===== config.mk =====
export PLATFORM = sky130hd
export DESIGN_NAME = lm_reply_tx
export DESIGN_NICKNAME = d
export VERILOG_FILES = /design/src/rtl/lm_pkg.sv /design/src/rtl/lm_sym_timer.sv /design/src/rtl/lm_frame_seq.sv /design/src/rtl/lm_reply_tx.sv
export SDC_FILE = /design/constraint.sdc
export NUM_CORES = 1
export LEC_CHECK = 0
export BUFFER_PORTS_ARGS = -buffer_cell sky130_fd_sc_hd__clkbuf_2
export CAP_MARGIN = 20
export CORE_MARGIN = 1.5
export CORE_UTILIZATION = 35
export DETAILED_ROUTE_END_ITERATION = 8
export SYNTH_ARGS = -nofsm -noshare
export SYNTH_HDL_FRONTEND = slang
export SYNTH_SLANG_ARGS = --single-unit

===== constraint.sdc =====
create_clock -name clk -period 2.6 [get_ports clk]
set_clock_uncertainty 0.05 [all_clocks]
set_input_delay 0.39 -clock clk [delete_from_list [all_inputs] [get_ports clk]]
set_output_delay 0.39 -clock clk [all_outputs]
set_load 0.02 [all_outputs]

===== src/rtl/lm_pkg.sv =====
package lm_pkg;

  typedef enum logic [1:0] {
    LM_BURST64 = 2'd0,
    LM_BURST32 = 2'd1,
    LM_SPLIT32 = 2'd2,
    LM_SPLIT16 = 2'd3
  } lm_mode_e;

  typedef enum logic [2:0] {
    LS_IDLE = 3'd0,
    LS_LEAD = 3'd1,
    LS_MARK = 3'd2,
    LS_DATA = 3'd3,
    LS_TAIL = 3'd4
  } lm_state_e;

  localparam int LM_CNT_W = 7;
  typedef logic [LM_CNT_W-1:0] lm_cnt_t;

  // a quarter of a symbol, in carrier ticks
  function automatic lm_cnt_t lm_quarter(lm_mode_e m);
    case (m)
      LM_BURST64: return lm_cnt_t'(16);
      LM_SPLIT16: return lm_cnt_t'(4);
      default:    return lm_cnt_t'(8);
    endcase
  endfunction

  function automatic lm_cnt_t lm_sym_ticks(lm_mode_e m);
    return lm_quarter(m) << 2;
  endfunction

  function automatic lm_cnt_t lm_lead_ticks(lm_mode_e m);
    return (m == LM_BURST32 || m == LM_SPLIT16) ? lm_cnt_t'(40) : lm_cnt_t'(20);
  endfunction

  // output level of a symbol at a given tick phase
  function automatic logic lm_level(lm_mode_e m, logic b, lm_cnt_t ph);
    lm_cnt_t q;
    lm_cnt_t half;
    logic    first;
    q     = lm_quarter(m);
    half  = q << 1;
    first = (ph < half);
    if (!m[1]) begin
      if (b) return (ph < q) || (!first && (ph < half + q));
      else   return first;
    end
    return b ? first : !first;
  endfunction

endpackage


===== src/rtl/lm_sym_timer.sv =====
module lm_sym_timer
  import lm_pkg::*;
(
  input  logic     clk,
  input  logic     rst,
  input  logic     tick,
  input  logic     start_lead,
  input  logic     start_sym,
  input  logic     stop,
  input  lm_mode_e mode,
  input  logic     sym_bit,
  output logic     out_q,
  output logic     sym_end
);

  lm_cnt_t cnt;
  lm_cnt_t last;
  lm_cnt_t cnt_nxt;
  logic    active;
  logic    is_lead;
  logic    bit_q;

  assign last    = (is_lead ? lm_lead_ticks(mode) : lm_sym_ticks(mode)) - lm_cnt_t'(1);
  assign cnt_nxt = cnt + lm_cnt_t'(1);
  assign sym_end = active && tick && (cnt == last);

  always_ff @(posedge clk) begin
    if (rst) begin
      cnt     <= '0;
      active  <= 1'b0;
      is_lead <= 1'b0;
      bit_q   <= 1'b0;
      out_q   <= 1'b0;
    end else if (start_lead) begin
      cnt     <= '0;
      active  <= 1'b1;
      is_lead <= 1'b1;
      out_q   <= 1'b1;
    end else if (start_sym) begin
      cnt     <= '0;
      active  <= 1'b1;
      is_lead <= 1'b0;
      bit_q   <= sym_bit;
      out_q   <= lm_level(mode, sym_bit, '0);
    end else if (stop) begin
      active  <= 1'b0;
      out_q   <= 1'b0;
    end else if (active && tick) begin
      cnt <= cnt_nxt;
      if (!is_lead) out_q <= lm_level(mode, bit_q, cnt_nxt);
    end
  end

  // the lead-in keeps the load applied
  a_r2_lead_high: assert property (@(posedge clk) disable iff (rst)
    (active && is_lead) |-> out_q);

  // no level change without a tick or a new symbol
  a_r13_quiet_between_ticks: assert property (@(posedge clk) disable iff (rst)
    (!tick && !start_lead && !start_sym && !stop) |=> $stable(out_q));

  // the phase never runs past the end of the symbol
  a_r9_phase_in_range: assert property (@(posedge clk) disable iff (rst)
    active |-> (cnt <= last));

endmodule


===== src/rtl/lm_frame_seq.sv =====
module lm_frame_seq
  import lm_pkg::*;
#(
  parameter int SOF_W = 3
) (
  input  logic             clk,
  input  logic             rst,
  input  logic             tick,
  input  logic             in_valid,
  input  logic             in_bit,
  input  logic             in_last,
  input  lm_mode_e         mode_i,
  input  logic [SOF_W-1:0] sof_len_i,
  input  logic             sym_end,
  output logic             in_ready,
  output logic             start_lead,
  output logic             start_sym,
  output logic             stop,
  output logic             sym_bit,
  output lm_mode_e         mode_q,
  output logic             done
);

  localparam logic [SOF_W-1:0] SPECIAL_LEN = SOF_W'(4);
  localparam logic [SOF_W-1:0] SPECIAL_SYM = SOF_W'(3);
  localparam logic [SOF_W-1:0] ZERO_POS    = SOF_W'(2);

  lm_state_e        state;
  logic [SOF_W-1:0] sof_q;
  logic [SOF_W-1:0] mark_idx;
  logic [SOF_W-1:0] mark_total;
  logic [SOF_W-1:0] idx_next;
  logic             buf_vld;
  logic             buf_bit;
  logic             closed;
  logic             want_mark;
  logic             take_data;
  logic             busy_sym;
  logic             accept;

  assign busy_sym   = (state == LS_LEAD) || (state == LS_MARK) || (state == LS_DATA);
  assign mark_total = (sof_q == SPECIAL_LEN) ? SPECIAL_SYM : sof_q;
  assign idx_next   = (state == LS_LEAD) ? '0 : mark_idx + SOF_W'(1);
  assign want_mark  = sym_end && (((state == LS_LEAD) && (mark_total != '0)) ||
                                  ((state == LS_MARK) && (idx_next < mark_total)));
  assign take_data  = sym_end && !want_mark && buf_vld;
  assign stop       = sym_end && !want_mark && !buf_vld;
  assign start_sym  = want_mark || take_data;
  assign sym_bit    = want_mark ? !((sof_q == SPECIAL_LEN) && (idx_next == ZERO_POS)) : buf_bit;
  assign start_lead = (state == LS_IDLE) && in_valid;
  assign in_ready   = (state == LS_IDLE) || (busy_sym && !buf_vld && !closed && !sym_end);
  assign accept     = in_valid && in_ready;

  always_ff @(posedge clk) begin
    if (rst) begin
      state    <= LS_IDLE;
      mode_q   <= LM_BURST64;
      sof_q    <= '0;
      mark_idx <= '0;
      buf_vld  <= 1'b0;
      buf_bit  <= 1'b0;
      closed   <= 1'b0;
      done     <= 1'b0;
    end else begin
      done <= (state == LS_TAIL) && tick;
      if (state == LS_IDLE) begin
        if (in_valid) begin
          mode_q  <= mode_i;
          sof_q   <= sof_len_i;
          buf_vld <= 1'b1;
          buf_bit <= in_bit;
          closed  <= in_last;
          state   <= LS_LEAD;
        end
      end else if (state == LS_TAIL) begin
        if (tick) state <= LS_IDLE;
      end else begin
        if (accept) begin
          buf_vld <= 1'b1;
          buf_bit <= in_bit;
          closed  <= in_last;
        end
        if (want_mark) begin
          state    <= LS_MARK;
          mark_idx <= idx_next;
        end
        if (take_data) begin
          state   <= LS_DATA;
          buf_vld <= 1'b0;
        end
        if (stop) begin
          state   <= LS_TAIL;
          buf_vld <= 1'b0;
        end
      end
    end
  end

  // the line code is frozen while a frame runs
  a_r11_mode_frozen: assert property (@(posedge clk) disable iff (rst)
    (state != LS_IDLE) |=> $stable(mode_q));

  // at most one timer command per cycle
  a_r9_one_command: assert property (@(posedge clk) disable iff (rst)
    $onehot0({start_lead, start_sym, stop}));

  // completion is a single-cycle pulse
  a_r10_done_single: assert property (@(posedge clk) disable iff (rst)
    done |=> !done);

endmodule


===== src/rtl/lm_reply_tx.sv =====
module lm_reply_tx
  import lm_pkg::*;
#(
  parameter int SOF_W = 3
) (
  input  logic             clk,
  input  logic             rst,
  input  logic             tick,
  input  logic             in_valid,
  output logic             in_ready,
  input  logic             in_bit,
  input  logic             in_last,
  input  logic [1:0]       mode,
  input  logic [SOF_W-1:0] sof_len,
  output logic             mod_out,
  output logic             done
);

  logic     start_lead;
  logic     start_sym;
  logic     stop;
  logic     sym_bit;
  logic     sym_end;
  lm_mode_e mode_q;

  lm_frame_seq #(.SOF_W(SOF_W)) u_seq (
    .clk       (clk),
    .rst       (rst),
    .tick      (tick),
    .in_valid  (in_valid),
    .in_bit    (in_bit),
    .in_last   (in_last),
    .mode_i    (lm_mode_e'(mode)),
    .sof_len_i (sof_len),
    .sym_end   (sym_end),
    .in_ready  (in_ready),
    .start_lead(start_lead),
    .start_sym (start_sym),
    .stop      (stop),
    .sym_bit   (sym_bit),
    .mode_q    (mode_q),
    .done      (done)
  );

  lm_sym_timer u_tmr (
    .clk       (clk),
    .rst       (rst),
    .tick      (tick),
    .start_lead(start_lead),
    .start_sym (start_sym),
    .stop      (stop),
    .mode      (mode_q),
    .sym_bit   (sym_bit),
    .out_q     (mod_out),
    .sym_end   (sym_end)
  );

  // completion is reported only with the load released
  a_r10_done_low: assert property (@(posedge clk) disable iff (rst)
    done |-> !mod_out);

  // the first cycle after reset is quiet and ready
  a_r1_reset_quiet: assert property (@(posedge clk) disable iff (rst)
    $past(rst) |-> (!mod_out && !done && in_ready));

endmodule


# ---- Word level (Yosys, flattened, before mapping)
# Cells that the tools add are included.
# Widths: inputs -> output; s select.
dict set report op_classes {
  bitwise_logic 4
  n_reduce_logical 50
  eq_ne 13
  addsub 5
  n_mux 64
  magnitude_cmp 7
}
# cell n
set op_table {}
lappend op_table {{$mux 7} 10}
lappend op_table {{$mux 1} 43}
lappend op_table {{$mux 3} 9}
lappend op_table {{$lt 1x7->1 const A} 3}
lappend op_table {{$lt 7x7->1} 3}
lappend op_table {{$logic_and 1x1->1} 17}
lappend op_table {{$add 7x7->7} 2}
lappend op_table {{$reduce_and 3->1} 4}
lappend op_table {{$pmux 5 s2} 1}
lappend op_table {{$eq 3x2->1 const B} 3}
lappend op_table {{$logic_or 1x1->1} 8}
lappend op_table {{$reduce_and 2->1} 4}
lappend op_table {{$reduce_bool 4->1} 2}
lappend op_table {{$add 7x1->7 const B} 1}
lappend op_table {{$eq 7x7->1} 1}
lappend op_table {{$logic_not 1->1} 7}
lappend op_table {{$sub 7x1->7 const B} 1}
lappend op_table {{$eq 3x3->1 const B} 2}
lappend op_table {{$mux 6} 1}
lappend op_table {{$reduce_bool 3->1} 2}
lappend op_table {{$reduce_bool 5->1} 1}
lappend op_table {{$ne 4x4->1 const B} 1}
lappend op_table {{$not 1->1} 4}
lappend op_table {{$reduce_bool 2->1} 2}
lappend op_table {{11 further kinds} 11}
dict set report totals {
  inputBits 11
  register_bits 26
}

# ---- Logic depth before layout (Yosys ltp)
dict set report depth {
  ltp_word 27
  depth_mapped 12
  ltp_nobuf 11
}

# ---- Cells and area by module
# A second synthesis with hierarchy kept.
dict set report unflattened {
  hier_cells 230
  area_unflattened_um2 1810.5
}
# mod seq_area_each_um2 area_each_um2 cells_per_inst n_inst
set by_module_without_submodules {}
lappend by_module_without_submodules {lm_sym_timer 220.2 1004.7 133 1}
lappend by_module_without_submodules {lm_frame_seq 300.3 805.8 97 1}

# ---- Worst setup path before layout
# No wires, ideal clock.
dict set report synth_path {
  path_type {reg2reg}
  startpoint {reg u_seq.state[2]}
  endpoint {reg u_tmr.cnt[0]}
  path_slack_ns 0.032
  n_path_buf 1
  path_stages_with_launch 12
  t_arrival_ns 2.400
  cell_sequence {dfxtp_1 buf_2 nor3b_2 nor2_1 ha_1 nand2_1 o21ai_0 a21oi_2 nor3_1 a21oi_1 xnor2_1 nor2_1}
}
dict set report synth_via {
  elab_chain_len 11
}
# element line_no
set synth_lines {}
lappend synth_lines {{start: declaration} lm_frame_seq.sv:28} ;# lm_state_e state;
lappend synth_lines {{start signal: assignment} lm_frame_seq.sv:56} ;# state <= LS_IDLE;
lappend synth_lines {{start signal: assignment} lm_frame_seq.sv:73} ;# state <= LS_LEAD;
lappend synth_lines {{start signal: assignment} lm_frame_seq.sv:76} ;# if (tick) state <= LS_IDLE;
lappend synth_lines {{$eq 3x1->1 *} lm_frame_seq.sv:43} ;# assign idx_next = (state == LS_LEAD) ? '0 : mark_idx + SOF_W'(1);
lappend synth_lines {{$mux 3 *} lm_frame_seq.sv:43}
lappend synth_lines {{net u_seq.idx_next[2]} lm_frame_seq.sv:32} ;# logic [SOF_W-1:0] idx_next;
lappend synth_lines {{$lt 3x3->1 *} lm_frame_seq.sv:45} ;# ((state == LS_MARK) && (idx_next < mark_total)));
lappend synth_lines {{$logic_and 1x1->1 *} lm_frame_seq.sv:45}
lappend synth_lines {{$logic_or 1x1->1 *} lm_frame_seq.sv:44} ;# assign want_mark = sym_end && (((state == LS_LEAD) && (mark_total != '0)) ||
lappend synth_lines {{$logic_and 1x1->1 *} lm_frame_seq.sv:44}
lappend synth_lines {{$logic_not 1->1} {lm_frame_seq.sv:46, lm_frame_seq.sv:47}}
lappend synth_lines {{$logic_and 1x1->1} {lm_frame_seq.sv:46, lm_frame_seq.sv:47}}
lappend synth_lines {{$logic_and 1x1->1 (on tied branches)} {lm_frame_seq.sv:46, lm_frame_seq.sv:47}}
lappend synth_lines {{$logic_or 1x1->1 / $not 1->1 (equally long branches)} n/a}
lappend synth_lines {{$reduce_or 3->1 (no source line) / $reduce_and 2->1 (equally long branches)} n/a}
lappend synth_lines {{end signal: assignment} lm_sym_timer.sv:49} ;# cnt <= cnt_nxt;
lappend synth_lines {{end: declaration} lm_sym_timer.sv:16} ;# lm_cnt_t cnt;
# Mark *: on every way through the listed nets, which the timed path passes. The rest lies on a longest branch.
# A chain may end at the register's enable or synchronous reset.

# ---- Worst setup path after layout
dict set report layout_path {
  startpoint {reg u_seq.mode_q[1]}
  endpoint {out in_ready}
}
dict set report layout_via {
  elab_chain_len 10
}
# element line_no
set layout_lines {}
lappend layout_lines {{start: declaration} lm_frame_seq.sv:20} ;# output lm_mode_e mode_q,
lappend layout_lines {{start signal: assignment} lm_frame_seq.sv:68} ;# mode_q <= mode_i;
lappend layout_lines {{$eq 2x1->1 / $eq 2x2->1 (equally long branches)} {lm_pkg.sv:35, lm_pkg.sv:23}}
lappend layout_lines {{$logic_or 1x1->1} lm_pkg.sv:35} ;# return (m == LM_BURST32 || m == LM_SPLIT16) ? lm_cnt_t'(40) : lm_cnt_t'(20);
lappend layout_lines {{$mux 6} lm_pkg.sv:35}
lappend layout_lines {{$mux 7 *} lm_sym_timer.sv:23} ;# assign last = (is_lead ? lm_lead_ticks(mode) : lm_sym_ticks(mode)) - lm_cnt_t'(1);
lappend layout_lines {{$sub 7x1->7 *} lm_sym_timer.sv:23}
lappend layout_lines {{$eq 7x7->1 *} lm_sym_timer.sv:25} ;# assign sym_end = active && tick && (cnt == last);
lappend layout_lines {{$logic_and 1x1->1 *} lm_sym_timer.sv:25}
lappend layout_lines {{$logic_not 1->1 *} lm_frame_seq.sv:51} ;# assign in_ready = (state == LS_IDLE) || (busy_sym && !buf_vld && !closed && !sym_end);
lappend layout_lines {{$logic_and 1x1->1 *} lm_frame_seq.sv:51}
lappend layout_lines {{$logic_or 1x1->1 *} lm_frame_seq.sv:51}
lappend layout_lines {{end: declaration} lm_reply_tx.sv:10} ;# output logic in_ready,
# Every way passes the cells marked *; elsewhere a longest branch is shown, timed or not.

==> impl_results.md <==
* Switching Power at 0.2378 mW
* Largest net degree at the start of global routing at 23
* Asr flop ratio synth at 0
* Initial drt markers at 56
* Setup violations, final at 0
* Total clock sinks at 26
* Worst Hold Path EP: u_seq.mode_q[0]$_SDFFE_PP0P_
* Post-DP HPWL at 3121 um
* Critical setup path kind: reg -> out
* Post-Syn Nets at 251
* Setup TNS at 0 ps
* PwrDens at 358.0 mW/mm2
* Cell row count at 26
* Ant diodes at 0
* Vias/cell at 5.139
* Pre-antenna DRT Iters at 4
* Worst r2r src: u_seq.mark_idx[1]$_SDFFE_PP0P_
* GRT Total Usage at 0.1465
* Layout area overhead at 29.48%
* Clock buffer depth at 2
* Worst slew margin at 0.6681
* First-pass GRT wire length at 7100 um
* CTS tree: yes
* Static Leak at 0.9419 nW
* Total CTS buffers at 3
* Final Util at 0.4723
* CP Launch Type: flip-flop
* Layout cells sized above 1 at 0.3295
* Grt total ovfl at 0
* Most frequent cells after synthesis: dfxtp_1 (26), nand2_1 (26), a21oi_1 (20), nor2_1 (20), ha_1 (15)
* Sw frac at 0.2753
* Die footprint at 0.005770 mm2
* Final WL at 4330 um
* Initial antenna violation count at 0
* Max-cap violations at 0
* Clock transition at the registers of the reported paths at 90 ps
* Combinational share of power at 0.200
* Number of port buffers at 13
* RSZ-0062 raised after global routing: yes
* Hold depth at 3
* Post-synth EDFFs at 0
* Routed via count at 1701
* Ys Warns at 0
* Largest cells by area after synthesis: dfxtp_1 (28%), ha_1 (10%), xnor2_1 (5.6%), a21oi_1 (5.4%), nand2_1 (5.2%)
* Clock power frac at 0.303
* Hold Startpoint: mode[0]
* Syn Inst Count at 225
* Post-route ant nets at 0
* Initial Utilization at 0.3648
* Internal at 0.6259 mW
* Final std cells w/o fill at 331
* Avg WL per Cell at 13.08 um
* Critical Path RT at 2160 ps
* #FFs+latches synth at 26
* Nets at 288
* CORE AREA at 0.005107 mm2
* Mapped Avg Cell Area at 8.280 um2
* Fmax at 0.3897 GHz
* WP data arrival at 2130 ps
* CTS Root Cell: clkbuf_8
* Worst Hold Class: in -> reg
* Minimum clock period at 2566 ps
* Synth Flop Type: dfxtp_1
* Seq pwr share at 0.498
* Number of hold violations in the final report at 0
* Reg2reg path depth at 8
* Reg-to-Reg End: u_tmr.out_q$_SDFFE_PP0P_
* # placed instances at 321
* Final period utilization at 0.9870
* Outcome: finished clean
* DIE HEIGHT at 75.96 um
* Die X at 75.96 um
* CP max FO at 4
* Syn Std Cell Area at 0.001863 mm2
* Yosys top cell area share at 0.2794
* Hold_ws at 273.2 ps
* Max H-tree Level at 1
* Worst setup EP type: output pin
* Fin. max-slew vios at 0
* Yosys top cell by area: dfxtp_1
* I/O Pins at 14
* Residual DRC at 0
* Hold buffers post-CTS at 0
* Vias in the first global route at 1551
* Worst Tran Pin Value at 496.8 ps
* Reg-to-reg slack, setup at 90 ps
* Final GP Congestion at 0.8097
* Sequential area share after synthesis at 0.2794
* VDD IR max at 0.2000 mV
* Worst skew pair latency at 270 ps
* Yosys cell types at 47
==> kinds of logic (layout without fill, tap and decap cells) <==
family	count (synthesis)	after routing	share of synthesized area
and+or+nand+nor	88	88	0.2404
AOI/OAI and AO/OA	54	54	0.2109
DFF	26	26	0.2794
buffers and inverters	20	56	0.06044
xor gates and xnor gates	16	16	0.07522
adders and majority gates	15	15	0.1007
muxes	6	6	0.03291
==> worst max path at each step <==
stage,startpoint,end,slack (ps),cells after the start
finish,u_seq.mode_q[1]$_SDFFE_PP0P_,in_ready,30,9
detailed placement,u_seq.mark_idx[0]$_SDFFE_PP0P_,u_tmr.out_q$_SDFFE_PP0P_,-60,10
global placement,u_seq.mark_idx[0]$_SDFFE_PP0P_,u_tmr.out_q$_SDFFE_PP0P_,-70,10
global route,u_seq.mode_q[1]$_SDFFE_PP0P_,in_ready,-50,9
floorplan,u_seq.state[2]$_SDFFE_PP0P_,u_tmr.cnt[0]$_SDFFE_PP0P_,30,11
CTS,u_seq.mode_q[1]$_SDFFE_PP0P_,in_ready,3,9
==> registers in the layout (all words and copies together) (netlist names) <==
signal,cells
u_tmr.cnt,7
u_seq.mark_idx,3
u_seq.sof_q,3
u_seq.state,3
u_seq.mode_q,2
u_seq.buf_bit,1
u_seq.buf_vld,1
u_seq.closed,1
u_seq.done,1
u_tmr.active,1
u_tmr.bit_q,1
u_tmr.is_lead,1
u_tmr.out_q,1
==> area by class of cell <==
cell class,instances,area [um2]
repair buffers,45,307.8
multi-input cells,179,1396
inverters,7,31.28
flip-flops and latches,26,534.3
well taps,70,87.58
fillers,505,2695
clock buffers,4,55.05
==> repair_timing <==
| item | 4_1_cts | 5_1_grt |
|---|---|---|
| buffers inserted | 1 | 5 |
| gates resized for setup | 13 | 30 |
| pin swaps | 5 | 16 |
| endpoints found under the setup margin | 4 | 13 |
==> layer usage <==
layer | global-route usage | vias to the layer above | part of all wire
met1 | 0.2052 | 809 | 0.49
met5 | 0 | - | 0
li1 | - | 865 | -
met2 | 0.2423 | 25 | 0.48
met4 | 0.03333 | 0 | 0.0062
met3 | 0.01566 | 2 | 0.019
==> layout by cell type, fill, tap and decap left out, drive strengths merged <==
| cell | synthesis | routed |
|---|---|---|
| and3 | 3 | 3 |
| a21o | 3 | 3 |
| a21oi | 21 | 21 |
| o211ai | 1 | 1 |
| clkbuf | 5 | 16 |
| a211oi | 2 | 2 |
| xor2 | 4 | 4 |
| nand3b | 1 | 1 |
| o311a | 1 | 1 |
| and4b | 1 | 1 |
| xnor2 | 12 | 12 |
| a311oi | 1 | 1 |
| o21ai | 12 | 12 |
| nor4b | 4 | 4 |
| mux2 | 1 | 1 |
| dfxtp | 26 | 26 |
| or2 | 1 | 1 |
| a211o | 2 | 2 |
| nor2b | 2 | 2 |
| a2111oi | 3 | 3 |
| nor2 | 20 | 20 |
| o311ai | 1 | 1 |
| a31oi | 1 | 1 |
| mux2i | 5 | 5 |
| o2111ai | 1 | 1 |
| a21boi | 1 | 1 |
| a31o | 1 | 1 |
| nor3b | 3 | 3 |
| or3 | 3 | 3 |
| nand2 | 26 | 26 |
| nand3 | 11 | 11 |
| o21a | 2 | 2 |
| o31a | 1 | 1 |
| nand2b | 6 | 6 |
| inv | 7 | 7 |
| ha | 15 | 15 |
| buf | 8 | 33 |
| nor3 | 6 | 6 |
| nand4bb | 1 | 1 |
==> power by group through the flow <==
stage	registers, mW	clock network, mW	logic [mW]
6_report	0.430	0.261	0.173
5_1_grt	0.433	0.284	0.191
4_1_cts	0.430	0.267	0.161
3_5_place_dp	0.438	0	0.153
3_3_place_gp	0.438	0	0.153
2_1_floorplan	0.436	0	0.108
==> metrics by stage <==
stage          power (mW)  cell area [um2]  worst slack, ps
2_1_floorplan      0.5438             1863            31.64
3_3_place_gp       0.5915             2131           -66.28
3_5_place_dp       0.5913             2131           -63.87
4_1_cts            0.8581             2238            2.696
5_1_grt            0.9083             2412           -54.65
6_report           0.8637             2412            33.78
==> worst max-delay path: stages (launching register included) <==
cell,delay (ps)
dfxtp_4,390
inv_4,50
ha_4,230
or3_1,310
a21o_1,210
xor2_2,160
nand3_2,130
a21oi_2,160
nor2_1,60
buf_4,150
No activity file was read; power rests on OpenSTA's default activity.
